<file path="config.mk">
export PLATFORM = sky130hd
export DESIGN_NAME = trig_pattern_engine
export DESIGN_NICKNAME = d
export VERILOG_FILES = /design/src/rtl/trig_pattern_engine.sv
export SDC_FILE = /design/constraint.sdc
export NUM_CORES = 1
export LEC_CHECK = 0
export ABC_AREA = 1
export BUFFER_PORTS_ARGS = -buffer_cell sky130_fd_sc_hd__buf_2
export CAP_MARGIN = 20
export CELL_PAD_IN_SITES_DETAIL_PLACEMENT = 1
export CELL_PAD_IN_SITES_GLOBAL_PLACEMENT = 2
export CORE_MARGIN = 2
export CORE_UTILIZATION = 37
export DETAILED_ROUTE_END_ITERATION = 8
export GPL_ROUTABILITY_DRIVEN = 0
export PLACE_DENSITY = 0.84
export SYNTH_ARGS = -nofsm -noshare
export SYNTH_HDL_FRONTEND = slang
export SYNTH_SLANG_ARGS = --single-unit
</file>
<file path="constraint.sdc">
create_clock -name clk -period 2.75 [get_ports clk]
set_clock_uncertainty 0.15 [all_clocks]
set_input_delay 0.55 -clock clk [delete_from_list [all_inputs] [get_ports clk]]
set_output_delay 0.55 -clock clk [all_outputs]
set_load 0.02 [all_outputs]
</file>
<file path="src/rtl/trig_pattern_engine.sv">
module trig_pattern_engine #(
  parameter int N_CH = 16,
  parameter int N_IN = 8
) (
  input  logic            clk,
  input  logic            rst_n,
  input  logic            cfg_en,
  input  logic            cfg_din,
  input  logic            arm,
  input  logic [N_CH-1:0] ch,
  output logic            trig
);
  localparam int N_ST    = 4;
  localparam int N_TMP   = 4;
  localparam int DEPTH   = 32;
  localparam int N_LUT   = N_ST + 1 + N_TMP;
  localparam int SELW    = $clog2(N_CH);
  localparam int SRCW    = $clog2(N_IN) + 1;
  localparam int XB_OFS  = N_LUT * DEPTH;
  localparam int SRC_OFS = XB_OFS + N_IN * SELW;
  localparam int CFGW    = SRC_OFS + N_TMP * SRCW;

  logic [CFGW-1:0]  cfg_q;
  logic [N_ST-1:0]  st_q;
  logic [N_TMP-1:0] tmp_q;
  logic             armed_q, trig_q;
  logic [N_IN-1:0]  sel_in;
  logic [N_LUT-1:0] lut_o;
  logic [N_TMP-1:0] src_v, tmp_nxt;
  logic [4:0]       addr;
  logic             run, fire;

  for (genvar k = 0; k < N_IN; k++) begin : g_xbar
    logic [SELW-1:0] s;
    assign s = cfg_q[XB_OFS + k*SELW +: SELW];
    assign sel_in[k] = ch[s];
  end

  assign addr = {st_q[1:0], sel_in[1], sel_in[0], tmp_q[st_q[3:2]]};

  for (genvar j = 0; j < N_LUT; j++) begin : g_lut
    logic [DEPTH-1:0] tbl;
    assign tbl = cfg_q[j*DEPTH +: DEPTH];
    assign lut_o[j] = tbl[addr];
  end

  for (genvar m = 0; m < N_TMP; m++) begin : g_src
    logic [SRCW-1:0] f;
    assign f = cfg_q[SRC_OFS + m*SRCW +: SRCW];
    assign src_v[m] = f[SRCW-1] ? f[0] : sel_in[f[SRCW-2:0]];
  end

  assign fire    = lut_o[N_ST];
  assign tmp_nxt = (lut_o[N_LUT-1:N_ST+1] & src_v) | (~lut_o[N_LUT-1:N_ST+1] & tmp_q);
  assign run     = armed_q & ~cfg_en & ~arm;
  assign trig    = trig_q;

  always_ff @(posedge clk) begin
    if (!rst_n) begin
      cfg_q   <= '0;
      st_q    <= '0;
      tmp_q   <= '0;
      armed_q <= 1'b0;
      trig_q  <= 1'b0;
    end else begin
      if (cfg_en) cfg_q <= {cfg_din, cfg_q[CFGW-1:1]};
      trig_q <= run & fire;
      if (arm) begin
        st_q    <= '0;
        tmp_q   <= '0;
        armed_q <= 1'b1;
      end else if (run) begin
        if (fire) begin
          st_q    <= '0;
          armed_q <= 1'b0;
        end else begin
          st_q  <= lut_o[N_ST-1:0];
          tmp_q <= tmp_nxt;
        end
      end
    end
  end
endmodule

</file>
==> reports/results.txt, run 1 <==
Seq/Total Area, Yosys: 42.5%
Initial antenna violation count: 0
WL/cell: 17.0 microns
Wirelength, routed: 48,700 microns
Synthesized Nets: 2,341
Worst endpoint required time: 3.05 ns
Largest area contributor in the netlist: dfxtp_1
Ports: 22
P_leak: 0.00761 uW
Pin count of the biggest net entering global routing: 215
Hold_buf cts: 0
Inserted Diodes: 0
Hold Path Class: in2reg
FF+latch count, synth: 346
Worst path max stage delay: 0.42 ns
Pre-Repair DR Iteration Count: 5
Async SR Flop Fraction: 0%
Number of DRC markers in iteration 0: 977
Worst slew pin tran: 0.885 ns
Cell Chain, Critical Path: nand2_1, nand3_4, nand2_8, buf_12, buf_12, or2_2, nand3_1, o211ai_1, nand3_1, nand3_1, nand2_1, nor2_1, nor2_1, nor2_1
Maximum vdd drop: 434 uV
Syn_area_per_cell: 7.03 sq um
Initial Util: 37.7%
WS Path Type: reg2reg
Core Region: 0.0433 sq mm
Worst Setup End Kind: flip-flop
Die ar.: 0.0458 sq mm
RSZ-0062 raised after global routing: false
Status: complete, no violations
EDFF count, synth: 0
Die X: 214 microns
Critical Path AT: 2.85 ns
Vias: 15,300
Worst-Skew Late Latency: 0.57 ns
Library cells used by synthesis: 28
Post-synth top flop: dfxtp_1
CTS buffer count: 42
CTS tree: built
Share of cells above drive strength 1: 9.51%
CP max FO: 52
Number of max-cap violations: 0
Area delta synth->final: 12.5%
PD cells: 713 mW/mm^2
Share of the synthesized area in the top cell type: 42.5%
FMAX: 392 MHz
First-pass GRT wire length: 79,700 microns
FILL cells: 5,415
Synth Instances: 2,320
Final max-slew violation count: 0
Vias per inst: 5.33
CP bufs+invs: 2
GRT overflow: 0
Final worst-path cycle share: 92.8%
Critical Path Source Type: flip-flop
Clock Tree Root: clkbuf_16
Sum of negative setup slack: 0 ns
Antenna viol nets, final: 0
# H-tree levels: 2
Gr usage total: 20.9%
Die height: 214 microns
Row cnt: 76
Crit path max-delay family: simple AND/OR/NAND/NOR gates
Number of global-route vias before repair: 15,100
Final hold viol count: 0
Max clock buf depth: 3
Commonest cells post-synth: 441 x o21ai_0, 349 x a21oi_1, 346 x dfxtp_1
Rel. slew slack: 41.0%
Reg clk slew, reported paths: 0.06 ns
Most common cell in the netlist: o21ai_0
Area of the mapped netlist: 0.0163 sq mm
CTS Sinks: 346
Critical-path top delay cell: dfxtp_1
Total Power: 13,100 uW
Period minus WS final: 2.55 ns
Buffers on Ports: 21
Final setup fails: 0
Top area cells in the synthesized netlist: dfxtp_1 42%, o21ai_0 14%, a21oi_1 11%
Nets@finish: 2,273
Residual DRC count: 0
Syn. warnings: 0
Hpwl dp: 29,500 microns
-- final cells by class --
class                   instances  area, sq um  area share (%)
flip-flops and latches        346         6930            37.7
multi-input cells            1546         7630            41.6
well taps                     585          732            3.99
repair buffers                 76          749            4.08
clock inverters                17          170           0.927
inverters                     240          913            4.97
clock buffers                  58         1230            6.71
-- worst paths after layout --
path	start	endpoint	slack (ns)	cells after the start
hold reg to reg	cfg_q[0]	cfg_q[0]	0.32	2
setup / recovery	st_q[2]	st_q[0]	0.20	14
setup reg to reg	st_q[2]	st_q[0]	0.20	14
hold / removal	cfg_din	cfg_q[335]	0.14	3
-- per-stage QoR --
step	cell area (sq um)	hold slack (ns)	cells	utilization, %	setup slack [ns]
after floorplan	16300	0.284	2320	-	0.540
after global placement	16900	0.294	2788	39.0	0.156
after detailed placement	16900	0.313	2788	39.0	0.0762
after CTS	18300	0.112	2863	42.3	0.108
after global routing	18400	0.157	2868	42.4	0.0424
final	18400	0.140	2868	42.4	0.197
-- logic make-up after synthesis --
group	after synthesis	share of synthesized area (%)
simple gates	675	18.9
flops	346	42.5
buf+inv	430	11.1
compound gates	869	27.5
-- report_power, final --
group / leakage, uW / switching [uW] / internal, uW
Clock: 0.000702 / 2220 / 3410
Combinational: 0.00405 / 1260 / 658
Sequential: 0.00286 / 206 / 5330
Total: 0.00761 / 3690 / 9400
-- flip-flops by register name, indices dropped and copies added (netlist names), named ones only --
register,cells
armed_q,1
cfg_q,336
st_q,4
trig,1
-- worst reg2reg max path, stage by stage, from the launching register on --
cell and delay (ns):
dfxtp_1 0.42, nand2_1 0.13, nand3_4 0.20, nand2_8 0.15, buf_12 0.16, buf_12 0.17
or2_2 0.31, nand3_1 0.08, o211ai_1 0.10, nand3_1 0.11, nand3_1 0.09, nand2_1 0.14
nor2_1 0.07, nor2_1 0.12, nor2_1 0.05
-- placed cells by master, fill, tap and decap left out, types with 3 or more instances in the layout --
master / count
inv_2: 10
nand2_1: 304
clkinv_2: 11
clkbuf_8: 11
dfxtp_1: 344
clkbuf_1: 5
nand3b_1: 19
buf_2: 19
clkbuf_16: 43
buf_4: 38
buf_12: 17
nand3_1: 231
o211ai_1: 56
nor2_1: 66
o21ai_1: 22
inv_1: 225
a21oi_1: 349
or2_2: 41
o21ai_0: 441
bufinv_16: 3
nand2_4: 4
nand3_2: 5
-- timing repair --
item                                    CTS  global route
gates resized for setup                   0             3
setup buffers                             0             3
endpoints found under the setup margin    0             8
-- layer usage --
| layer | part of all wire (%) | vias up | GRT usage [%] |
|---|---|---|---|
| li1 | - | 7684 | - |
| met1 | 47 | 7334 | 27.9 |
| met2 | 47 | 183 | 34.7 |
| met3 | 3.2 | 79 | 2.78 |
| met4 | 2.9 | 0 | 7.18 |
| met5 | 0 | - | 0 |
No activity file was read; power rests on OpenSTA's default activity.
==> run 2, diff against run 1 <==
- CORE_ASPECT_RATIO: unset -> 1.4
- CORE_UTILIZATION: 37 -> 38
- CTS_BUF_LIST: unset -> sky130_fd_sc_hd__clkbuf_4
- PLACE_DENSITY: 0.84 -> 0.86
==> run 2 against run 1 <==
Register-to-register slack lost 0.07 ns. Flip-flop and latch count is the same. Die area shrank 2.5%. Global-route usage grew 1.3 points. Worst setup slack lost 0.071 ns. Clock power shrank 21%. Routed wire length grew 0.31%. Utilization grew 0.18 points. Critical path type unchanged. Highest routed layer is now met5.
==> reports/results.txt, run 2 (synthesis gave the netlist of run 1 again) <==
Most repeated library cell on the critical path: nand3_1
Setup WS pre-CTS: 0.0878 ns
Largest regs: cfg_q x336, st_q x4
Vias per inst: 5.40
Vias: 15,700
Number of DRC markers in iteration 0: 759
Maximum vdd drop: 281 uV
Ports: 22
Max layer used: met5
Setup Buffers After CTS: 0
CP bufs+invs: 2
Reg clk slew, reported paths: 0.07 ns
Sw Share: 30.7%
FMAX: 381 MHz
Row cnt: 89
Pre-Repair DR Iteration Count: 5
Worst slew pin tran: 0.648 ns
Nets@finish: 2,326
CTS buffer count: 92
Die height: 249 microns
Number of max-cap violations: 0
Total Power: 11,900 uW
Largest register by flop count: cfg_q
Sw Pwr: 3650 uW
Clk pwr share: 37.1%
Status: complete, no violations
Gr usage total: 22.2%
Initial Util: 38.6%
Sequential power share: 46.5%
Residual DRC count: 0
Die ar.: 0.0446 sq mm
WL met1: 21,500 microns
P_leak: 0.00758 uW
Worst path max stage delay: 0.41 ns
Hold Path Class: in2reg
Final worst-path cycle share: 95.4%
Period minus WS final: 2.62 ns
Wirelength, routed: 48,900 microns
Cell Area, Placed: 0.0169 sq mm
WL/cell: 16.8 microns
Worst-Skew Late Latency: 0.79 ns
Critical-path top delay cell: o21ai_0
Rel. slew slack: 56.8%
Met3 wire length: 1790 microns
Final worst slack: 0.126 ns
CTS Sinks: 346
# H-tree levels: 3
Share of cells above drive strength 1: 11.9%
Core Util, Final: 42.6%
Area delta synth->final: 10.5%
Commonest non-fill, non-tap cell in the layout: o21ai_0
Antenna viol nets, final: 0
Met2 wire length: 23,900 microns
Core Region: 0.0423 sq mm
Max clock buf depth: 3
Buffers on Ports: 21
First-pass GRT wire length: 81,000 microns
GRT overflow: 0
Min-delay src: rst_n
Final setup fails: 0
Critical Path Source Type: flip-flop
Worst endpoint required time: 3.30 ns
Cell Chain, Critical Path: nand2_1, nand3b_4, nand2_8, buf_12, o21ai_0, nand3b_1, nand3_1, nand3_1, nand3_1, nand2_1, inv_1, a21oi_1, nor2_1
Clock Tree Root: clkbuf_4
Sum of negative setup slack: 0 ns
Hpwl dp: 30,000 microns
Die X: 179 microns
WS Path Type: reg2reg
CTS tree: built
Number of global-route vias before repair: 16,000
Critical Path AT: 3.17 ns
Internal: 8240 uW
Most frequent cells in the layout: 441 x o21ai_0, 349 x a21oi_1, 345 x dfxtp_1, 304 x nand2_1, 231 x nand3_1
Fin area: 0.0180 sq mm
Worst Setup SP: st_q[2]
Max reg flops: 336
Combinational share of power: 16.3%
Pin count of the biggest net entering global routing: 152
Initial antenna violation count: 2
CP max FO: 28
PD cells: 659 mW/mm^2
Crit path max-delay family: simple AND/OR/NAND/NOR gates
Final max-slew violation count: 0
RSZ-0062 raised after global routing: false
Final hold viol count: 0
Worst r2r src: st_q[2]
Worst Setup End Kind: flip-flop
[run 2: final cells by class]
type / instances / area (sq um)
antenna: 4 / 10.0
clock inverter: 16 / 90.1
sequential: 346 / 6930
inverter: 240 / 913
clock buffer: 131 / 983
timing repair buffer: 81 / 820
fill: 5396 / 24300
multi-input combinational: 1544 / 7600
tap: 546 / 683
[run 2: final timing paths]
kind	endpoint	slack, ns	cells after the start
worst max-delay path	flip-flop	0.13	13
worst min register to register	cfg_q[167]	0.30	2
worst max register to register	flip-flop	0.13	13
worst min-delay path	cfg_q[295]	0.19	3
[run 2: per-layer routing]
metal  GRT usage [%]  up-vias
met5               0        -
met4            9.03        2
met3            3.86      118
met2            38.3      241
met1            26.9     7519
li1                -     7823
[run 2: metrics by stage]
stage,hold slack [ns],cells
5_1_grt,0.200,2905
4_1_cts,0.116,2904
2_1_floorplan,0.284,2320
6_report,0.190,2908
3_3_place_gp,0.295,2754
3_5_place_dp,0.318,2754
[run 2: timing repair]
action | CTS | global route
hold endpoints to repair | 34 | 0
hold buffers | 3 | 0
endpoints found under the setup margin | 0 | 6
gates resized for setup | 0 | 1
[run 2: worst reg2reg max path, cell delays in order (launching register included)]
cell and delay (ns):
dfxtp_1 0.39, nand2_1 0.11, nand3b_4 0.12, nand2_8 0.19, buf_12 0.24, o21ai_0 0.41
nand3b_1 0.22, nand3_1 0.09, nand3_1 0.10, nand3_1 0.13, nand2_1 0.13, inv_1 0.07
a21oi_1 0.14, nor2_1 0.06
[run 2: power by group through the flow]
stage | clock, uW | sequential [uW] | combinational [uW]
after floorplan | 0 | 5550 | 1390
after global placement | 0 | 5630 | 1890
after detailed placement | 0 | 5640 | 1950
after CTS | 4590 | 5530 | 1960
after global routing | 4820 | 5580 | 2200
final | 4420 | 5530 | 1940
==> run 3, diff against run 2 <==
- ABC_AREA: 1 -> unset
- CORE_ASPECT_RATIO: 1.4 -> 0.9
- CORE_UTILIZATION: 38 -> 45
- PLACE_DENSITY: 0.86 -> 0.87
- TNS_END_PERCENT: unset -> 50
==> run 3 against run 2 <==
The flow now finishes with violations (negative setup slack). Worst setup slack got worse by 0.49 ns. Non-clock buffer count is 71 higher. Worst hold slack worse by 0.050 ns. Count of clock-buffer cells in the layout shrank 2. Combinational power decreased by 62%. Critical path type unchanged. Highest routed layer is now met4.
==> reports/results.txt, run 3 <==
FF+latch count, synth: 346
Die ar.: 0.0399 sq mm
Worst-Skew Late Latency: 0.84 ns
Syn. warnings: 0
Status: finished, violations left
Commonest cells post-synth: 376 x mux2i_1, 346 x dfxtp_1, 341 x nor2b_1
GRT overflow: 0
Share of cells above drive strength 1: 24.4%
P_leak: 0.00768 uW
Critical Path AT: 3.67 ns
Library cells used by synthesis: 76
Seq/Total Area, Yosys: 40.2%
FILL cells: 4,052
Pin count of the biggest net entering global routing: 183
Max clock buf depth: 3
Async SR Flop Fraction: 0%
Die X: 210 microns
WHS: 0.139 ns
Synthesized Nets: 1,598
Largest area contributor in the netlist: dfxtp_1
FF/Latch Area: 0.00694 sq mm
Syn_area_per_cell: 10.9 sq um
Number of max-cap violations: 0
Nets@finish: 1,726
Commonest non-fill, non-tap cell in the layout: mux2i_1
Final setup fails: 10
Critical-path top delay cell: mux4_4
CP bufs+invs: 1
Post-synth top flop: dfxtp_1
Crit path max-delay family: multiplexers
Placed Cells: 2,082
Share of the synthesized area in the top cell type: 40.2%
FMAX: 321 MHz
Multi-input gate area: 0.00992 sq mm
Critical Path Source Type: flip-flop
Pre-Repair DR Iteration Count: 4
CTS buffer count: 95
Final max-slew violation count: 0
Buffers on Ports: 21
Final hold viol count: 0
Vias: 12,500
Largest register by flop count: cfg_q
Gr usage total: 22.4%
EDFF count, synth: 0
RSZ-0062 raised after global routing: true
Post-Layout Cell Count: 2,264
First-pass GRT wire length: 71,400 microns
Antenna viol nets, final: 0
WL/cell: 19.4 microns
Rel. slew slack: 40.3%
Top area cells in the synthesized netlist: dfxtp_1 40%, mux2i_1 22%, nor2b_1 12%
Synth Instances: 1,577
Most common cell in the netlist: mux2i_1
Hold Path Class: in2reg
Total Power: 10,200 uW
Most frequent cells in the layout: 373 x mux2i_1, 342 x dfxtp_1, 341 x nor2b_1, 129 x clkbuf_4, 101 x buf_4
Die height: 190 microns
PD cells: 510 mW/mm^2
Reg clk slew, reported paths: 0.07 ns
Initial antenna violation count: 2
Ports: 22
Cell Chain, Critical Path: mux4_4, buf_12, mux2i_1, mux4_2, a211oi_4, o21ai_2, and2_1, a32o_1
# H-tree levels: 3
Area of the mapped netlist: 0.0172 sq mm
Maximum vdd drop: 441 uV
Worst slew pin tran: 0.896 ns
Largest regs: cfg_q x336, st_q x4
Hpwl dp: 28,700 microns
Clock Tree Root: clkbuf_4
Row cnt: 68
Number of DRC markers in iteration 0: 699
Final worst slack: -0.366 ns
Residual DRC count: 0
Worst path max stage delay: 0.76 ns
Final worst-path cycle share: 113%
Wirelength, routed: 43,900 microns
Worst Setup End Kind: flip-flop
Worst endpoint required time: 3.31 ns
Area delta synth->final: 16.3%
Period minus WS final: 3.12 ns
CTS tree: built
Core Region: 0.0380 sq mm
Violated checks: negative setup slack
Initial Util: 45.3%
Max reg flops: 336
WS Path Type: reg2reg
Vias per inst: 5.51
CTS Sinks: 346
Number of global-route vias before repair: 13,500
Setup WS pre-CTS: -0.796 ns
CP max FO: 5
run 3: per-stage QoR:
step                      cell area [sq um]  util, %  setup TNS [ns]
after floorplan                       17300        -           -1.28
after global placement                18500     48.7           -5.54
after detailed placement              18500     48.7           -6.61
after CTS                             20000     52.5           -2.58
after global routing                  20000     52.7           -3.72
final                                 20000     52.7           -3.08
run 3: tightest hold or removal path, stage by stage:
cell and delay, ns:
buf_6 0.12, nor2b_1 0.24, nand2_1 0.10, mux2i_1 0.06
run 3: worst paths after layout:
kind	slack (ns)	startpoint	depth (start not counted)	to
max	-0.37	st_q[2]	8	st_q[2]
min	0.14	rst_n	4	flip-flop
max reg2reg	-0.37	st_q[2]	8	st_q[2]
min reg2reg	0.35	cfg_q[97]	2	cfg_q[96]
run 3: timing repair:
item | in CTS | in global routing
gates cloned | 1 | 1
pin swaps | 12 | 14
hold buffers | 3 | 0
hold endpoints to repair | 12 | 0
setup endpoints to repair | 10 | 10
resized for setup | 36 | 17
buffers inserted | 9 | 2
run 3: logic make-up (layout without fill, tap and decap cells):
logic type	count (synthesis)	in the layout	share of synthesized area, %
muxes	477	477	34.3
other	0	6	0
buffers and inverters	126	317	3.27
AOI/OAI and AO/OA	101	101	4.60
DFF	346	346	40.2
and+or+nand+nor	527	527	17.7
run 3: cell type report:
cell class              count  area share (%)
clock inverters            31           0.824
diodes                      6          0.0749
multi-input cells        1105            49.5
repair buffers            152            7.03
clock buffers             129            4.83
well taps                 490            3.06
inverters                   5          0.0936
flip-flops and latches    346            34.6
run 3: report_power, final:
group,internal (uW),switching (uW),total [uW]
sequential,5010,3.29,5020
combinational,356,373,729
clock,2260,2230,4480
run 3: per-layer routing:
metal | part of all wire, % | track usage [%]
met5 | 0 | 0
met2 | 48 | 36.8
met4 | 2.3 | 8.65
met3 | 3.5 | 4.92
met1 | 46 | 28.8
